### src/rtl/dpdw_pkg.sv
package dpdw_pkg;
   typedef enum logic [1:0] {
      PW_STANDBY = 2'b00,
      PW_DEEP    = 2'b01,
      PW_RECOVER = 2'b10
   } pwr_e;
endpackage

### src/rtl/dpdw_sync.sv
module dpdw_sync #(
   parameter int          WIDTH   = 3,
   parameter int          STAGES  = 2,
   parameter logic [WIDTH-1:0] RST_VAL = '0
) (
   input  logic             clk,
   input  logic             rst_n,
   input  logic [WIDTH-1:0] d_async,
   output logic [WIDTH-1:0] q_sync
);
   if (STAGES < 2) begin : g_bad_stages
      $error("dpdw_sync: STAGES must be at least 2");
   end

   logic [WIDTH-1:0] stg [STAGES];

   for (genvar g = 0; g < STAGES; g++) begin : g_stage
      always_ff @(posedge clk or negedge rst_n) begin
         if (!rst_n) begin
            stg[g] <= RST_VAL;
         end else begin
            stg[g] <= (g == 0) ? d_async : stg[(g == 0) ? 0 : g-1];
         end
      end
   end

   assign q_sync = stg[STAGES-1];
endmodule

### src/rtl/dpdw_shifter.sv
module dpdw_shifter #(
   parameter int                 OPC_BITS = 8,
   parameter logic [OPC_BITS-1:0] WAKE_OPC = 8'hAB
) (
   input  logic clk,
   input  logic rst_n,
   input  logic csn_s,
   input  logic sck_s,
   input  logic sdi_s,
   output logic sel_fall,
   output logic sel_rise,
   output logic frame_wake
);
   localparam int CNT_MAX = OPC_BITS + 1;
   localparam int CNT_W   = $clog2(CNT_MAX + 1);

   if (OPC_BITS < 1) begin : g_bad_bits
      $error("dpdw_shifter: OPC_BITS must be positive");
   end

   logic                csn_q;
   logic                sck_q;
   logic                sck_rise;
   logic [OPC_BITS-1:0] shreg;
   logic [CNT_W-1:0]    bit_cnt;

   assign sel_fall = csn_q & ~csn_s;
   assign sel_rise = ~csn_q & csn_s;
   assign sck_rise = ~sck_q & sck_s;

   always_ff @(posedge clk or negedge rst_n) begin
      if (!rst_n) begin
         csn_q <= 1'b1;
         sck_q <= 1'b0;
      end else begin
         csn_q <= csn_s;
         sck_q <= sck_s;
      end
   end

   always_ff @(posedge clk or negedge rst_n) begin
      if (!rst_n) begin
         shreg   <= '0;
         bit_cnt <= '0;
      end else if (sel_fall) begin
         bit_cnt <= '0;
      end else if (!csn_s && sck_rise) begin
         shreg <= {shreg[OPC_BITS-2:0], sdi_s};
         if (bit_cnt != CNT_W'(CNT_MAX)) begin
            bit_cnt <= bit_cnt + 1'b1;
         end
      end
   end

   assign frame_wake = sel_rise && (bit_cnt == CNT_W'(OPC_BITS)) && (shreg == WAKE_OPC);

   // bit counter saturates just past a full opcode
   p_cnt_bound_r6: assert property (@(posedge clk) disable iff (!rst_n)
      bit_cnt <= CNT_W'(CNT_MAX));
endmodule

### src/rtl/dpdw_rec_timer.sv
module dpdw_rec_timer #(
   parameter int RECOVER_CYC = 40
) (
   input  logic clk,
   input  logic rst_n,
   input  logic start,
   input  logic run,
   output logic done
);
   localparam int TW = (RECOVER_CYC > 1) ? $clog2(RECOVER_CYC) : 1;

   if (RECOVER_CYC < 1) begin : g_bad_cyc
      $error("dpdw_rec_timer: RECOVER_CYC must be at least 1");
   end

   if (RECOVER_CYC == 1) begin : g_single
      assign done = run;
   end else begin : g_count
      logic [TW-1:0] cnt;
      always_ff @(posedge clk or negedge rst_n) begin
         if (!rst_n) begin
            cnt <= '0;
         end else if (start) begin
            cnt <= '0;
         end else if (run && !done) begin
            cnt <= cnt + 1'b1;
         end
      end
      assign done = run && (cnt == TW'(RECOVER_CYC - 1));

      // the count never passes the last recovery cycle
      p_cnt_range_r8: assert property (@(posedge clk) disable iff (!rst_n)
         run |-> (cnt <= TW'(RECOVER_CYC - 1)));
   end
endmodule

### src/rtl/dpdw_wake_ctrl.sv
module dpdw_wake_ctrl
   import dpdw_pkg::*;
#(
   parameter int                 OPC_BITS    = 8,
   parameter logic [OPC_BITS-1:0] WAKE_OPC   = 8'hAB,
   parameter int                 RECOVER_CYC = 40,
   parameter int                 SYNC_STAGES = 2
) (
   input  logic       clk,
   input  logic       rst_n,
   input  logic       sleep_req,
   input  logic       cs_n,
   input  logic       sck,
   input  logic       sdi,
   output logic [1:0] pwr_state,
   output logic       cmd_ready,
   output logic       proto_err
);
   localparam logic [2:0] PIN_RST = 3'b100;

   if (SYNC_STAGES < 2) begin : g_bad_sync
      $error("dpdw_wake_ctrl: SYNC_STAGES must be at least 2");
   end

   logic [2:0] pins_s;
   logic       sel_fall;
   logic       sel_rise;
   logic       frame_wake;
   logic       tmr_start;
   logic       tmr_done;
   pwr_e       state, state_nx;

   dpdw_sync #(.WIDTH(3), .STAGES(SYNC_STAGES), .RST_VAL(PIN_RST)) u_sync (
      .clk     (clk),
      .rst_n   (rst_n),
      .d_async ({cs_n, sck, sdi}),
      .q_sync  (pins_s)
   );

   dpdw_shifter #(.OPC_BITS(OPC_BITS), .WAKE_OPC(WAKE_OPC)) u_shift (
      .clk        (clk),
      .rst_n      (rst_n),
      .csn_s      (pins_s[2]),
      .sck_s      (pins_s[1]),
      .sdi_s      (pins_s[0]),
      .sel_fall   (sel_fall),
      .sel_rise   (sel_rise),
      .frame_wake (frame_wake)
   );

   dpdw_rec_timer #(.RECOVER_CYC(RECOVER_CYC)) u_tmr (
      .clk   (clk),
      .rst_n (rst_n),
      .start (tmr_start),
      .run   (state == PW_RECOVER),
      .done  (tmr_done)
   );

   always_comb begin
      state_nx  = state;
      tmr_start = 1'b0;
      unique case (state)
         PW_STANDBY: if (sleep_req) state_nx = PW_DEEP;
         PW_DEEP: begin
            if (frame_wake) begin
               state_nx  = PW_RECOVER;
               tmr_start = 1'b1;
            end
         end
         PW_RECOVER: if (tmr_done) state_nx = PW_STANDBY;
         default: state_nx = PW_STANDBY;
      endcase
   end

   always_ff @(posedge clk or negedge rst_n) begin
      if (!rst_n) begin
         state     <= PW_STANDBY;
         proto_err <= 1'b0;
      end else begin
         state     <= state_nx;
         proto_err <= (state == PW_RECOVER) && sel_fall;
      end
   end

   assign pwr_state = state;
   assign cmd_ready = (state == PW_STANDBY);

   // deep is left only through a complete wake frame
   p_deep_hold_r5: assert property (@(posedge clk) disable iff (!rst_n)
      (state == PW_DEEP && !frame_wake) |=> (state == PW_DEEP));
   // lockout held until the timer expires
   p_lockout_r8: assert property (@(posedge clk) disable iff (!rst_n)
      (state == PW_RECOVER && !tmr_done) |=> (state == PW_RECOVER && !cmd_ready));
   // ready returns only after an expired timer
   p_ready_entry_r8: assert property (@(posedge clk) disable iff (!rst_n)
      $rose(cmd_ready) |-> $past(tmr_done));
   // error is a single-cycle pulse
   p_err_pulse_r9: assert property (@(posedge clk) disable iff (!rst_n)
      proto_err |=> !proto_err);
   // error only arises out of recovery
   p_err_ctx_r10: assert property (@(posedge clk) disable iff (!rst_n)
      proto_err |-> ($past(state) == PW_RECOVER));
endmodule

### config.mk
export PLATFORM = sky130hd
export DESIGN_NAME = dpdw_wake_ctrl
export DESIGN_NICKNAME = d
export VERILOG_FILES = /design/src/rtl/dpdw_pkg.sv /design/src/rtl/dpdw_sync.sv /design/src/rtl/dpdw_shifter.sv /design/src/rtl/dpdw_rec_timer.sv /design/src/rtl/dpdw_wake_ctrl.sv
export SDC_FILE = /design/constraint.sdc
export NUM_CORES = 1
export LEC_CHECK = 0
export BUFFER_PORTS_ARGS = -buffer_cell sky130_fd_sc_hd__buf_4
export CELL_PAD_IN_SITES_DETAIL_PLACEMENT = 1
export CELL_PAD_IN_SITES_GLOBAL_PLACEMENT = 1
export CORE_MARGIN = 2
export CORE_UTILIZATION = 50
export DETAILED_ROUTE_END_ITERATION = 7
export PLACE_DENSITY_LB_ADDON = 0.05
export SETUP_SLACK_MARGIN = 0.4
export SYNTH_ARGS = -nofsm -noshare
export SYNTH_HDL_FRONTEND = slang
export SYNTH_HIERARCHICAL = 1
export SYNTH_SLANG_ARGS = --single-unit
export TNS_END_PERCENT = 5
### constraint.sdc
create_clock -name clk -period 4.2 [get_ports clk]
set_input_delay 0.84 -clock clk [delete_from_list [all_inputs] [get_ports clk]]
set_output_delay 0.84 -clock clk [all_outputs]
set_load 0.02 [all_outputs]
==> results.py <==
metrics = {
    "timing": {
        "fmax_ghz": 0.4723,
        "rsz0062_at_grt": "no",
        "finClkSkew_ns": 0.005060,
        "fin_setup_tns_ns": 0,
        "worst_pin_slew_ns": 0.5159,
        "period_share_pct": 50.41,
        "hold_viol": 0,
        "maxSlewHeadroom_pct": 65.45,
        "period_needed_ns": 2.117,
        "drv_slew": 0,
        "setup_violations": 0,
        "hold_ws_ns": 0.3599,
    },
    "final_layout": {
        "design_area_um2": 1501,
        "diodes": 0,
        "nets": 135,
        "syn2layout_area_growth_pct": 11.21,
        "layout-drive-gt1-share_pct": 21.43,
    },
    "floorplanning": {
        "rows": 18,
        "die_x_um": 55.96,
        "fp.dieArea_um2": 3132,
        "die_y_um": 55.96,
        "start_util_pct": 53.52,
        "io_pins": 10,
        "core-area_um2": 2522,
    },
    "placement": {
        "gp_congestion": 0.7295,
        "placed_cell_area_um2": 1413,
        "hpwl_mm": 1.747,
        "port_buffers": 9,
    },
    "detailed_routing": {
        "drt_pre_antenna_iters": 3,
        "vias": 916,
        "ant_nets": 0,
        "drt_iter0_drc": 11,
        "totalWireLength_mm": 2.519,
        "wl_per_cell_um": 16.15,
        "drc": 0,
        "via_per_inst": 5.872,
    },
    "setup_path": {
        "endpoint_kind": "register",
        "path_cells": "inv_1 > ha_1 > nand4b_1 > nor3_1 > and3b_1 > nor2b_1 > a31oi_1 > o311ai_1",
        "cp_slowest_cell": "dfrtp_1",
        "arrival_ns": 2.32,
        "start_kind": "register",
        "path_max_fanout": 11,
        "worstPathRequired_ns": 4.40,
        "max_stage_delay_ns": 0.43,
        "critPathKind": "register to register",
    },
    "logic_synthesis": {
        "synth_area_per_cell_um2": 11.74,
        "synthFlopType": "dfrtp_1",
        "ys.warnings.count": 6,
        "syn_nets": 125,
        "async_flop_share_pct": 100.0,
        "ys_ff_latch": 29,
        "synth_seq_area_share_pct": 54.03,
        "synth.distinct_cells": 39,
        "syn_area_um2": 1350,
        "synth_edf_count": 0,
        "syn-instance-count": 115,
    },
    "clock_network": {
        "worstSkewPairLatency_ns": 0.32,
        "htreeDepth": 2,
        "cts_tree": "built",
        "cts_resized": 0,
        "cts_buffers": 5,
        "clock_sinks": 29,
        "ctsHoldBuffers": 0,
        "cts_buffer_depth": 2,
        "post_cts_buffers": 0,
        "clkTransAtPathRegs_ns": 0.09,
        "root_buffer": "clkbuf_4",
    },
    "power": {
        "clkPwrFrac_pct": 39.4,
        "pwr-share-comb_pct": 6.5,
        "p_int_mw": 0.4659,
        "p_seq_share_pct": 54.1,
        "power.switching_fraction_pct": 22.11,
        "p_leak_nw": 0.6915,
        "switchingPower_mw": 0.1322,
        "p_per_area_nw_per_um2": 398.4,
        "peakVddDrop_v": 0.0003316,
    },
    "global_routing": {
        "grt_pass1_vias": 903,
        "antenna_found_initial": 0,
        "grt_pass1_wl_mm": 4.360,
        "overflow": 0,
        "grt_max_degree": 30,
        "grtUsageTotal_pct": 18.69,
    },
    "hold_path": {
        "hp-class": "register to register",
    },
    "run_status": {
        "status": "complete, no violations",
    },
    "job": {
        "drv_cap": 0,
    },
}
-- sequential cells by signal, summed over array words and instances (netlist names) --
signal / flops
u_tmr/g_count.cnt: 6
u_shift/bit_cnt: 4
u_shift/csn_q: 1
pwr_state: 2
u_sync/stg: 3
u_shift/shreg: 8
proto_err: 1
u_shift/sck_q: 1
u_sync/q_sync: 3
-- stage by stage --
step | util, % | setup slack (ns) | power (mW) | cells
after global routing | 59.52 | 1.876 | 0.6329 | 156
after global placement | 56.00 | 2.297 | 0.3653 | 148
final | 59.52 | 2.083 | 0.5982 | 156
after floorplan | - | 2.294 | 0.3501 | 115
after detailed placement | 56.00 | 2.150 | 0.3682 | 148
after CTS | 59.52 | 2.086 | 0.6105 | 156
-- power groups by stage --
stage / clock network [mW] / registers [mW] / logic, mW
final: 0.236 / 0.324 / 0.0388
after global routing: 0.259 / 0.328 / 0.0456
after CTS: 0.247 / 0.324 / 0.0400
after detailed placement: 0 / 0.329 / 0.0388
after global placement: 0 / 0.328 / 0.0373
after floorplan: 0 / 0.322 / 0.0284
-- cells in the final DEF, fill, tap and decap left out, drive strengths merged --
cell type,instances
mux2i,1
o211ai,1
nor2b,3
or3b,2
dfrtp,26
ha,4
dfstp,3
and4bb,1
o21ai,3
a31oi,2
nor3,3
nand3b,1
nand2b,5
nand4,3
nand3,4
nand2,4
nor2,7
a21o,1
clkbuf,6
nor3b,3
o31ai,1
or3,3
and3b,2
bufinv,1
clkinvlp,1
a311o,1
a21oi,7
nand4b,1
inv,5
xor2,1
buf,9
mux2,8
o311ai,2
and2,1
-- Yosys cell counts, types with 2 or more instances --
cell,instances,area share (%)
dfrtp_1,26,48
nor2b_2,2,1.3
nand4_1,2,0.93
o311ai_1,2,1.3
o21ai_1,2,0.74
or3_1,3,1.4
mux2_1,8,6.7
nor2_1,6,1.7
ha_1,4,3.7
a31oi_1,2,0.93
nand3_1,4,1.5
nand2b_1,5,2.3
nand2_1,4,1.1
a21oi_1,7,2.6
inv_1,5,1.4
dfstp_2,3,5.8
nor3_1,3,1.1
and3b_1,2,1.3
nor3b_1,3,1.7
buf_4,3,1.7
-- per-layer routing --
| layer | wire, µm | global-route usage (%) |
|---|---|---|
| met3 | 99 | 6.977 |
| met5 | 0 | 0 |
| met4 | 68 | 9.184 |
| met2 | 1178 | 26.89 |
| met1 | 1173 | 24.77 |
-- path summary, 6_finish.rpt --
path                               startpoint              endpoint  slack [ns]  cells after the start
min                             u_sync/stg[5]      u_sync/q_sync[2]        0.36                      0
max in group asynchronous               rst_n         u_shift/csn_q        3.47                      1
min reg2reg                     u_sync/stg[5]      u_sync/q_sync[2]        0.36                      0
max                        u_shift/bit_cnt[1]  u_tmr/g_count.cnt[1]        2.08                      8
max reg2reg                u_shift/bit_cnt[1]  u_tmr/g_count.cnt[1]        2.08                      8
min in group asynchronous               rst_n  u_tmr/g_count.cnt[1]        0.42                      1
-- cells by family after synthesis --
family | count (synthesis) | synth area share, %
compound gates | 18 | 8.434
xor+xnor | 1 | 0.6489
fa+ha+maj | 4 | 3.707
buf+inv | 11 | 4.541
flops | 29 | 54.03
mux | 9 | 7.415
simple gates | 43 | 21.22
-- worst max-delay path, delay by kind of cell, from the launching register on --
kind	cells	cell delay (ns)
simple gates	4	0.92
flops	1	0.43
compound gates	2	0.35
fa+ha+maj	1	0.17
buf+inv	1	0.11
-- final cells by class --
class	count	area, µm²
clock buffer	6	51.30
clock inverter	2	37.54
fill	283	1021
inverter	5	18.77
multi-input combinational	75	559.3
sequential	29	729.5
tap	30	37.54
timing repair buffer	9	67.56
Power figures use the tool's default switching activity.
